==> src/rtl/scan_ctl_pkg.sv <==
package scan_ctl_pkg;
  typedef enum logic [1:0] {
    RATE_FAST = 2'd0,
    RATE_MID  = 2'd1,
    RATE_SLOW = 2'd2
  } rate_e;

  typedef enum logic [1:0] {
    PAT_DIAG   = 2'd0,
    PAT_RED    = 2'd1,
    PAT_GREEN  = 2'd2,
    PAT_YELLOW = 2'd3
  } pattern_e;
endpackage

==> src/rtl/thermal_latch.sv <==
module thermal_latch #(
  parameter int TEMP_W = 8
) (
  input  logic              clk,
  input  logic              rst_n,
  input  logic [TEMP_W-1:0] temp_code_i,
  input  logic [TEMP_W-1:0] trip_hi_i,
  input  logic [TEMP_W-1:0] trip_lo_i,
  output logic              hot_o
);
  logic hot_q;

  // Set above the upper threshold, clear below the lower, hold in between.
  always_ff @(posedge clk or negedge rst_n) begin
    if (!rst_n) begin
      hot_q <= 1'b0;
    end else if (temp_code_i > trip_hi_i) begin
      hot_q <= 1'b1;
    end else if (temp_code_i < trip_lo_i) begin
      hot_q <= 1'b0;
    end
  end

  assign hot_o = hot_q;
endmodule

==> src/rtl/rate_pick.sv <==
module rate_pick
  import scan_ctl_pkg::*;
#(
  parameter int DIV_W    = 16,
  parameter int DIV_FAST = 30769,
  parameter int DIV_MID  = 41667,
  parameter int DIV_SLOW = 55556
) (
  input  logic             dim_a_i,
  input  logic             dim_b_i,
  input  logic             hot_i,
  output rate_e            rate_o,
  output logic [DIV_W-1:0] div_o,
  output logic             selftest_o
);
  rate_e pin_rate;

  always_comb begin
    selftest_o = dim_a_i & dim_b_i;
    unique case ({dim_b_i, dim_a_i})
      2'b00:   pin_rate = RATE_FAST;
      2'b01:   pin_rate = RATE_MID;
      2'b10:   pin_rate = RATE_SLOW;
      default: pin_rate = RATE_FAST;  // self-test runs at the fast rate
    endcase
    rate_o = hot_i ? RATE_SLOW : pin_rate;
    unique case (rate_o)
      RATE_MID:  div_o = DIV_W'(DIV_MID);
      RATE_SLOW: div_o = DIV_W'(DIV_SLOW);
      default:   div_o = DIV_W'(DIV_FAST);
    endcase
  end
endmodule

==> src/rtl/pattern_seq.sv <==
module pattern_seq
  import scan_ctl_pkg::*;
#(
  parameter int HOLD_CYCLES = 40_000_000,
  parameter int PASSES      = 3
) (
  input  logic     clk,
  input  logic     rst_n,
  input  logic     run_i,
  output pattern_e pattern_o
);
  localparam int HOLD_W = (HOLD_CYCLES > 2) ? $clog2(HOLD_CYCLES) : 1;
  localparam int PASS_W = $clog2(PASSES + 1);
  localparam logic [HOLD_W-1:0] HOLD_LAST = HOLD_W'(HOLD_CYCLES - 1);
  localparam logic [PASS_W-1:0] PASS_LAST = PASS_W'(PASSES - 1);
  localparam logic [PASS_W-1:0] PASS_DONE = PASS_W'(PASSES);

  logic [HOLD_W-1:0] tick_q;
  logic [PASS_W-1:0] pass_q;
  pattern_e          pat_q;
  logic              done;

  assign done = (pass_q == PASS_DONE);

  always_ff @(posedge clk or negedge rst_n) begin
    if (!rst_n) begin
      tick_q <= '0;
      pass_q <= '0;
      pat_q  <= PAT_DIAG;
    end else if (!run_i) begin
      tick_q <= '0;
      pass_q <= '0;
      pat_q  <= PAT_DIAG;
    end else if (!done) begin
      if (tick_q == HOLD_LAST) begin
        tick_q <= '0;
        if (pat_q == PAT_YELLOW) begin
          if (pass_q == PASS_LAST) begin
            pass_q <= PASS_DONE;        // terminal: hold on yellow
          end else begin
            pass_q <= pass_q + 1'b1;
            pat_q  <= PAT_DIAG;
          end
        end else begin
          pat_q <= pattern_e'(pat_q + 2'd1);
        end
      end else begin
        tick_q <= tick_q + 1'b1;
      end
    end
  end

  assign pattern_o = run_i ? pat_q : PAT_DIAG;
endmodule

==> src/rtl/scan_rate_ctl.sv <==
module scan_rate_ctl
  import scan_ctl_pkg::*;
#(
  parameter int TEMP_W      = 8,
  parameter int DIV_W       = 16,
  parameter int DIV_FAST    = 30769,
  parameter int DIV_MID     = 41667,
  parameter int DIV_SLOW    = 55556,
  parameter int HOLD_CYCLES = 40_000_000,
  parameter int PASSES      = 3
) (
  input  logic              clk,
  input  logic              rst_n,
  input  logic              dim_a_i,
  input  logic              dim_b_i,
  input  logic [TEMP_W-1:0] temp_code_i,
  input  logic [TEMP_W-1:0] trip_hi_i,
  input  logic [TEMP_W-1:0] trip_lo_i,
  output logic [1:0]        rate_o,
  output logic [DIV_W-1:0]  scan_div_o,
  output logic              selftest_o,
  output logic [1:0]        pattern_o
);
  logic     hot;
  rate_e    rate;
  pattern_e pat;

  thermal_latch #(.TEMP_W(TEMP_W)) i_thermal (
    .clk(clk), .rst_n(rst_n), .temp_code_i(temp_code_i),
    .trip_hi_i(trip_hi_i), .trip_lo_i(trip_lo_i), .hot_o(hot)
  );

  rate_pick #(
    .DIV_W(DIV_W), .DIV_FAST(DIV_FAST), .DIV_MID(DIV_MID), .DIV_SLOW(DIV_SLOW)
  ) i_rate (
    .dim_a_i(dim_a_i), .dim_b_i(dim_b_i), .hot_i(hot),
    .rate_o(rate), .div_o(scan_div_o), .selftest_o(selftest_o)
  );

  pattern_seq #(.HOLD_CYCLES(HOLD_CYCLES), .PASSES(PASSES)) i_pattern (
    .clk(clk), .rst_n(rst_n), .run_i(selftest_o), .pattern_o(pat)
  );

  assign rate_o    = rate;
  assign pattern_o = pat;
endmodule

==> config.mk <==
export PLATFORM = sky130hd
export DESIGN_NAME = scan_rate_ctl
export DESIGN_NICKNAME = d
export VERILOG_FILES = /design/src/rtl/scan_ctl_pkg.sv /design/src/rtl/thermal_latch.sv /design/src/rtl/rate_pick.sv /design/src/rtl/pattern_seq.sv /design/src/rtl/scan_rate_ctl.sv
export SDC_FILE = /design/constraint.sdc
export NUM_CORES = 1
export LEC_CHECK = 0
export ABC_AREA = 0
export BUFFER_PORTS_ARGS = -buffer_cell sky130_fd_sc_hd__buf_2
export CORE_MARGIN = 3
export CORE_UTILIZATION = 56
export DETAILED_ROUTE_END_ITERATION = 8
export GPL_TIMING_DRIVEN = 0
export HOLD_SLACK_MARGIN = 0.03
export PLACE_DENSITY_LB_ADDON = 0.3
export SETUP_SLACK_MARGIN = 0.15
export SYNTH_ARGS = -nofsm -noshare
export SYNTH_HDL_FRONTEND = slang
export SYNTH_SLANG_ARGS = --single-unit
==> constraint.sdc <==
create_clock -name clk -period 2.5 [get_ports clk]
set_input_delay 0 -clock clk [delete_from_list [all_inputs] [get_ports clk]]
set_output_delay 0 -clock clk [all_outputs]
set_load 0.02 [all_outputs]
==> reports/results.ini, run 1 <==
[sta]
min_period_ps=2100
rsz0062_at_grt=false
max_freq_mhz=476
slew_violations=0
final_hold_viol_count=0
skew_ps=4.33
slew_headroom_pct=53.3
hold_slack_ps=122
setup_violations=0
tightestPinTransition_ps=700
tns_ps=0
min_period_over_period_pct=84.0

[synth]
synth_top_area_cell=dfrtp_1
syn_avg_cell_area_um2=8.49
syn_area_mm2=0.00246
synth-main-ff-cell=dfrtp_1
yosys-top-cells-count=dfrtp_1 (31), inv_1 (28), ha_1 (23)
synth_cells=290
synth_most_common_cell=dfrtp_1
ys_ff_latch=31
synth.top_cell.area_share_pct=31.5
yosys_warnings=0
synth_cell_types=47
synth_enable_flop_cells=0
ys_top_cells_by_area=dfrtp_1 (32%), ha_1 (12%), inv_1 (4.3%)
synth-async-reset-ratio_pct=100
yosysSeqAreaShare_pct=31.5

[job]
maxCapViolations=0

[cts]
cts_tree=built
cts_inserted_buffers=5
clockBufferDepth=2
root_buffer=clkbuf_8
clk_pin_slew_ps=60
insertion_delay_ps=280
post_cts_resized=0
cts_sinks=31
htree_levels=2

[power_and_ir_drop]
power_w=0.00111
pwr-share-seq_pct=46.2
p_switching_w=0.000315
ir_worst_vdd_uv=252
p_clk_share_pct=33.9
p_leak_nw=1.38
p_int_w=0.000792
swShare_pct=28.4
p_per_area_mw_per_mm2=388
p_comb_share_pct=19.9

[finish]
antenna_cells=0
final_core_util_pct=69.3
drive_gt1_share_pct=22.3
syn_to_final_growth_pct=15.8
seq_area_um2=776
final_net_count=396
final_area_mm2=0.00285
multi_input_area_mm2=0.00147
fill_cells=339

[global_route]
grt_max_degree=32
grt_pass1_wl_mm=10.1
grt_overflow=0
grt_antenna_before_repair=0
grt_util_all_layers_pct=23.8
grt_pass1_vias=2265

[worst_hold_path]
hold_class=primary input to register

[critical_path]
start_kind=register
cp_num_buf_inv=1
cp.arrival_ps=2300
crit_path_end_kind=register
cpLargestDelayFamily=simple AND/OR/NAND/NOR gates
slowest_stage=nor4_1
required_ps=2700
crit_path_cell_trace=clkbuf_1, nand3_1, nor4_1, nand4_1, or3_1, a31oi_1
critPathKind=register to register
slowest_delay_ps=440
critPathMaxFanout=8

[placement]
placed_area_mm2=0.00276
gp_congestion=0.902
dp_hpwl_mm=4.39
io_buffers=46

[route]
antenna_left=0
wl_met1_mm=2.55
dr.max_layer_used=met4
wl_mm=5.79
via_per_inst=6.02
detail_route.first_pass.iterations=4
wl_met3_um=442
drcViolationCount=0
wl_per_cell_um=14.6
vias=2385
dr_wl_met2_mm=2.68
drtIter0Drc=193

[status]
status=complete, no violations

[floorplan]
die_y_um=72.3
ios=49
initial_core_util_pct=59.8
fp-row-count=23
die_area_mm2=0.00523
coreArea_mm2=0.00412
die_w_um=72.3

cells in the final DEF, fill, tap and decap left out, drive strengths merged, types with 5 or more instances in the layout:
| cell type | netlist | routed |
|---|---|---|
| nor2b | 5 | 5 |
| nor4 | 10 | 10 |
| and3 | 7 | 7 |
| nor3 | 9 | 9 |
| a21oi | 20 | 20 |
| nand2 | 18 | 18 |
| ha | 23 | 23 |
| clkbuf | 4 | 11 |
| nand3 | 18 | 18 |
| nor2 | 19 | 19 |
| xnor2 | 7 | 7 |
| o21ai | 12 | 12 |
| nand4 | 14 | 14 |
| inv | 28 | 28 |
| buf | 15 | 61 |
| or3 | 7 | 7 |
| dfrtp | 31 | 31 |
worst paths after layout:
check                               startpoint              endpoint  slack, ps  cells past startpoint
min reg2reg                 i_pattern.pat_q[1]    i_pattern.pat_q[1]        560                      2
min in group asynchronous                rst_n  i_pattern.tick_q[20]        300                      2
min                             temp_code_i[7]       i_thermal.hot_o        120                      4
max reg2reg                i_pattern.tick_q[9]  i_pattern.tick_q[17]        400                      6
max                        i_pattern.tick_q[9]  i_pattern.tick_q[17]        400                      6
max in group asynchronous                rst_n    i_pattern.pat_q[1]       1750                      2
worst min-delay path, delay by kind of cell:
family / cells / cell delay (ps)
compound gates: 1 / 60
buf+inv: 1 / 90
fa+ha+maj: 1 / 130
simple gates: 1 / 80
power by group through the flow:
stage	registers, W	clock network (W)	logic (W)
floorplan	0.000519	0	0.000141
global placement	0.000520	0	0.000216
detailed placement	0.000520	0	0.000221
CTS	0.000511	0.000383	0.000223
global route	0.000512	0.000402	0.000247
finish	0.000511	0.000376	0.000220
metal layers:
metal | global-route usage (%) | vias to the layer above
met1 | 32.2 | 1107
li1 | - | 1151
met4 | 8.77 | 0
met2 | 37.7 | 117
met3 | 4.57 | 10
met5 | 0 | -
sequential cells by signal, summed over array words and instances, names as in the netlist:
| signal | count |
|---|---|
| i_pattern.pass_q | 2 |
| i_pattern.tick_q | 26 |
| i_thermal.hot_o | 1 |
| i_pattern.pat_q | 2 |
final cells by class:
class,count,area share (%)
clock inverters,1,0.176
plain buffers,19,4.08
inverters,28,3.69
flip-flops and latches,31,27.2
multi-input cells,213,51.5
repair buffers,47,8.43
well taps,50,2.19
clock buffers,7,2.68
per-stage QoR:
| step | instances | worst slack, ps |
|---|---|---|
| floorplan | 291 | 711 |
| global placement | 387 | 471 |
| detailed placement | 387 | 464 |
| CTS | 396 | 448 |
| global route | 396 | 222 |
| finish | 396 | 401 |
repair_timing:
item                                   4_1_cts  5_1_grt
setup endpoints to repair                    0        0
hold buffers                                 1        0
setup buffers                                0        0
endpoints found under the hold margin       31        0
kinds of logic after synthesis:
group,share of synthesized area [%]
buffers and inverters,8.99
flip-flops,31.5
multiplexers,1.22
other,0.152
AO/OA/AOI/OAI,13.0
XOR/XNOR,3.56
adder cells (fa/ha/maj),11.7
AND/OR/NAND/NOR,29.9
(Power assumes the default switching activity.)
==> inputs of run 2 (changes only) <==
--- a/config.mk
+++ b/config.mk
@@ -8,7 +8,7 @@
 export ABC_AREA = 0
 export BUFFER_PORTS_ARGS = -buffer_cell sky130_fd_sc_hd__buf_2
 export CORE_MARGIN = 3
-export CORE_UTILIZATION = 56
+export CORE_UTILIZATION = 50
 export DETAILED_ROUTE_END_ITERATION = 8
 export GPL_TIMING_DRIVEN = 0
 export HOLD_SLACK_MARGIN = 0.03
==> constraint.sdc (replaced) <==
create_clock -name clk -period 1.8 [get_ports clk]
set_input_delay 0 -clock clk [delete_from_list [all_inputs] [get_ports clk]]
set_output_delay 0 -clock clk [all_outputs]
set_load 0.02 [all_outputs]
==> run 2 against run 1 <==
The run now ends with negative setup slack left. Wire length rose by 31%. Largest cell class unchanged. Non-clock buffer count rose by 29. Maximum frequency rose by 12%. Design area rose by 20%. Final cell count rose by 11%. Sequential share of layout area fell by 4.3 points. Core utilization rose by 5.8 points. Total power rose by 48%. Via count rose by 12%. Critical path depth did not move. Clock-buffer cell count fell by 2.
==> reports/results.ini, run 2 (synthesis results as in run 1) <==
[status]
status=finished with violations  ; was complete, no violations
failed_checks=negative setup slack

[sta]
skew_ps=4.48  ; was 4.33 ps
setup_violations=9  ; was 0
slew_headroom_pct=53.6  ; was 53.3%
fin_ws_ps=-81.1  ; was 401 ps
max_freq_mhz=532  ; was 476 MHz
rsz0062_at_grt=true  ; was false
hold_slack_ps=115  ; was 122 ps
final_hold_viol_count=0  ; unchanged
slew_violations=0  ; unchanged
tightestPinTransition_ps=696  ; was 700 ps
min_period_ps=1880  ; was 2100 ps
min_period_over_period_pct=105  ; was 84.0%
tns_ps=-292  ; was 0 ps

[power_and_ir_drop]
power_w=0.00164  ; was 0.00111 W
ir_worst_vdd_uv=409  ; was 252 uV
p_per_area_mw_per_mm2=478  ; was 388 mW/mm^2
p_leak_nw=1.61  ; was 1.38 nW

[floorplan]
fp-row-count=24  ; was 23
initial_core_util_pct=53.9  ; was 59.8%
coreArea_mm2=0.00456  ; was 0.00412 mm^2
die_y_um=76.2  ; was 72.3 um
die_w_um=76.2  ; was 72.3 um
die_area_mm2=0.00580  ; was 0.00523 mm^2
ios=49  ; unchanged

[job]
maxCapViolations=0  ; unchanged

[cts]
insertion_delay_ps=300  ; was 280 ps
cts_tree=built  ; unchanged
cts_inserted_buffers=5  ; unchanged
cts_sinks=31  ; unchanged
clockBufferDepth=2  ; unchanged
clk_pin_slew_ps=70  ; was 60 ps
htree_levels=2  ; unchanged
root_buffer=clkbuf_8  ; unchanged

[worst_hold_path]
hold_class=primary input to register  ; unchanged
min_path_cells=4  ; unchanged
worstHoldStart=temp_code_i[7]  ; unchanged
holdPathEnd=i_thermal.hot_o  ; unchanged

[finish]
layout_commonest_cell=buf_2  ; unchanged
stdcell_count=440  ; was 396
final_net_count=425  ; was 396
final_cell_mix=buf_2 (45), buf_4 (33), inv_1 (24), dfrtp_1 (24), nor2_1 (18)  ; was buf_2 (49), dfrtp_1 (31), inv_1 (28)
drive_gt1_share_pct=41.1  ; was 22.3%
top_register=i_pattern.tick_q  ; unchanged
top_regs=i_pattern.tick_q (26), i_pattern.pass_q (2), i_pattern.pat_q (2)  ; unchanged
largest_reg_flops=26  ; unchanged
final_area_mm2=0.00343  ; was 0.00285 mm^2
antenna_cells=0  ; unchanged
syn_to_final_growth_pct=39.2  ; was 15.8%

[critical_path]
r2r-start=i_pattern.tick_q[18]  ; was i_pattern.tick_q[9]
start_kind=register  ; unchanged
slowest_delay_ps=450  ; was 440 ps
critPathMaxFanout=4  ; was 8
cp.arrival_ps=2110  ; was 2300 ps
required_ps=2020  ; was 2700 ps
r2r_cells=6  ; unchanged
reg2reg_to=i_pattern.pat_q[0]  ; was i_pattern.tick_q[17]
critPathKind=register to register  ; unchanged
rrSetupSlack_ps=-80  ; was 400 ps
slowest_stage=dfrtp_2  ; was nor4_1
crit_path_cell_trace=nor4_4, and3_1, buf_6, nand4_4, or4_4, a21oi_2  ; was clkbuf_1, nand3_1, nor4_1, nand4_1, or3_1, a31oi_1
crit_path_end_kind=register  ; unchanged

[placement]
io_buffers=46  ; unchanged
gp_congestion=0.865  ; was 0.902
dp_hpwl_mm=4.44  ; was 4.39 mm
placed_area_mm2=0.00279  ; was 0.00276 mm^2
dp.cells=402  ; was 387

[route]
wl_mm=7.60  ; was 5.79 mm
drcViolationCount=0  ; unchanged
detail_route.first_pass.iterations=5  ; was 4
drtIter0Drc=320  ; was 193
wl_per_cell_um=17.3  ; was 14.6 um
via_per_inst=6.07  ; was 6.02
antenna_left=0  ; unchanged
vias=2671  ; was 2385

[global_route]
grt_max_degree=32  ; unchanged
grt_antenna_before_repair=0  ; unchanged
grt_util_all_layers_pct=23.9  ; was 23.8%
grt_pass1_vias=2435  ; was 2265
grt_overflow=0  ; unchanged
grt_pass1_wl_mm=11.4  ; was 10.1 mm

run 2: cell types whose count changed in the layout (fill, tap and decap cells not counted), sizes merged:
cell,delta
clkbuf,-3
clkinvlp,+2
buf,+30
run 2: power breakdown:
part / switching, W / total [W] / leakage [nW] / internal (W)
clock network: 0.000309 / 0.000578 / 0.0402 / 0.000269
logic: 0.000202 / 0.000354 / 1.15 / 0.000152
registers: 0.00000556 / 0.000708 / 0.418 / 0.000702
total: 0.000516 / 0.00164 / 1.61 / 0.00112
run 2: through the flow:
step	util [%]	setup slack, ps
2_1_floorplan	-	71.1
3_3_place_gp	61.1	-208
3_5_place_dp	61.1	-241
4_1_cts	70.5	-43.6
5_1_grt	75.1	-214
6_report	75.1	-81.1
run 2: worst max-delay path by stage:
stage                    startpoint                    to  cells past startpoint
2_1_floorplan  i_pattern.tick_q[16]    i_pattern.pat_q[0]                      6
3_3_place_gp    i_pattern.tick_q[0]  i_pattern.tick_q[20]                      6
3_5_place_dp    i_pattern.tick_q[0]  i_pattern.tick_q[16]                      6
4_1_cts        i_pattern.tick_q[15]    i_pattern.pat_q[0]                      7
5_1_grt        i_pattern.tick_q[18]    i_pattern.pat_q[0]                      6
6_report       i_pattern.tick_q[18]    i_pattern.pat_q[0]                      6
run 2: layout make-up:
cell class	instances	area [um^2]
Multi-Input combinational cell	213	1700
Fill cell	319	1140
Sequential cell	31	785
Timing Repair Buffer	76	515
Buffer	19	149
Inverter	28	110
Tap cell	65	81.3
Clock buffer	5	68.8
Clock inverter	3	20.0
run 2: critical path, delay by kind of cell, from the launching register on:
kind / cells / cell delay (ps)
simple gates: 4 / 1080
flops: 1 / 450
buf+inv: 1 / 120
compound gates: 1 / 140
run 2: timing repair:
| item | CTS | global route |
|---|---|---|
| hold endpoints to repair | 31 | 0 |
| hold buffers | 1 | 0 |
| gates resized for setup | 46 | 37 |
| setup endpoints to repair | 32 | 28 |
| pin swaps | 14 | 18 |
| cloned | 2 | 0 |
| setup buffers | 18 | 9 |
run 2: layer usage:
layer  routed length [um]  track usage (%)  vias up
met5                    0                0        -
met4                  285             12.1        0
met3                  643             4.49       39
met2                 3700             39.0      194
met1                 2970             30.2     1237
li1                     -                -     1201
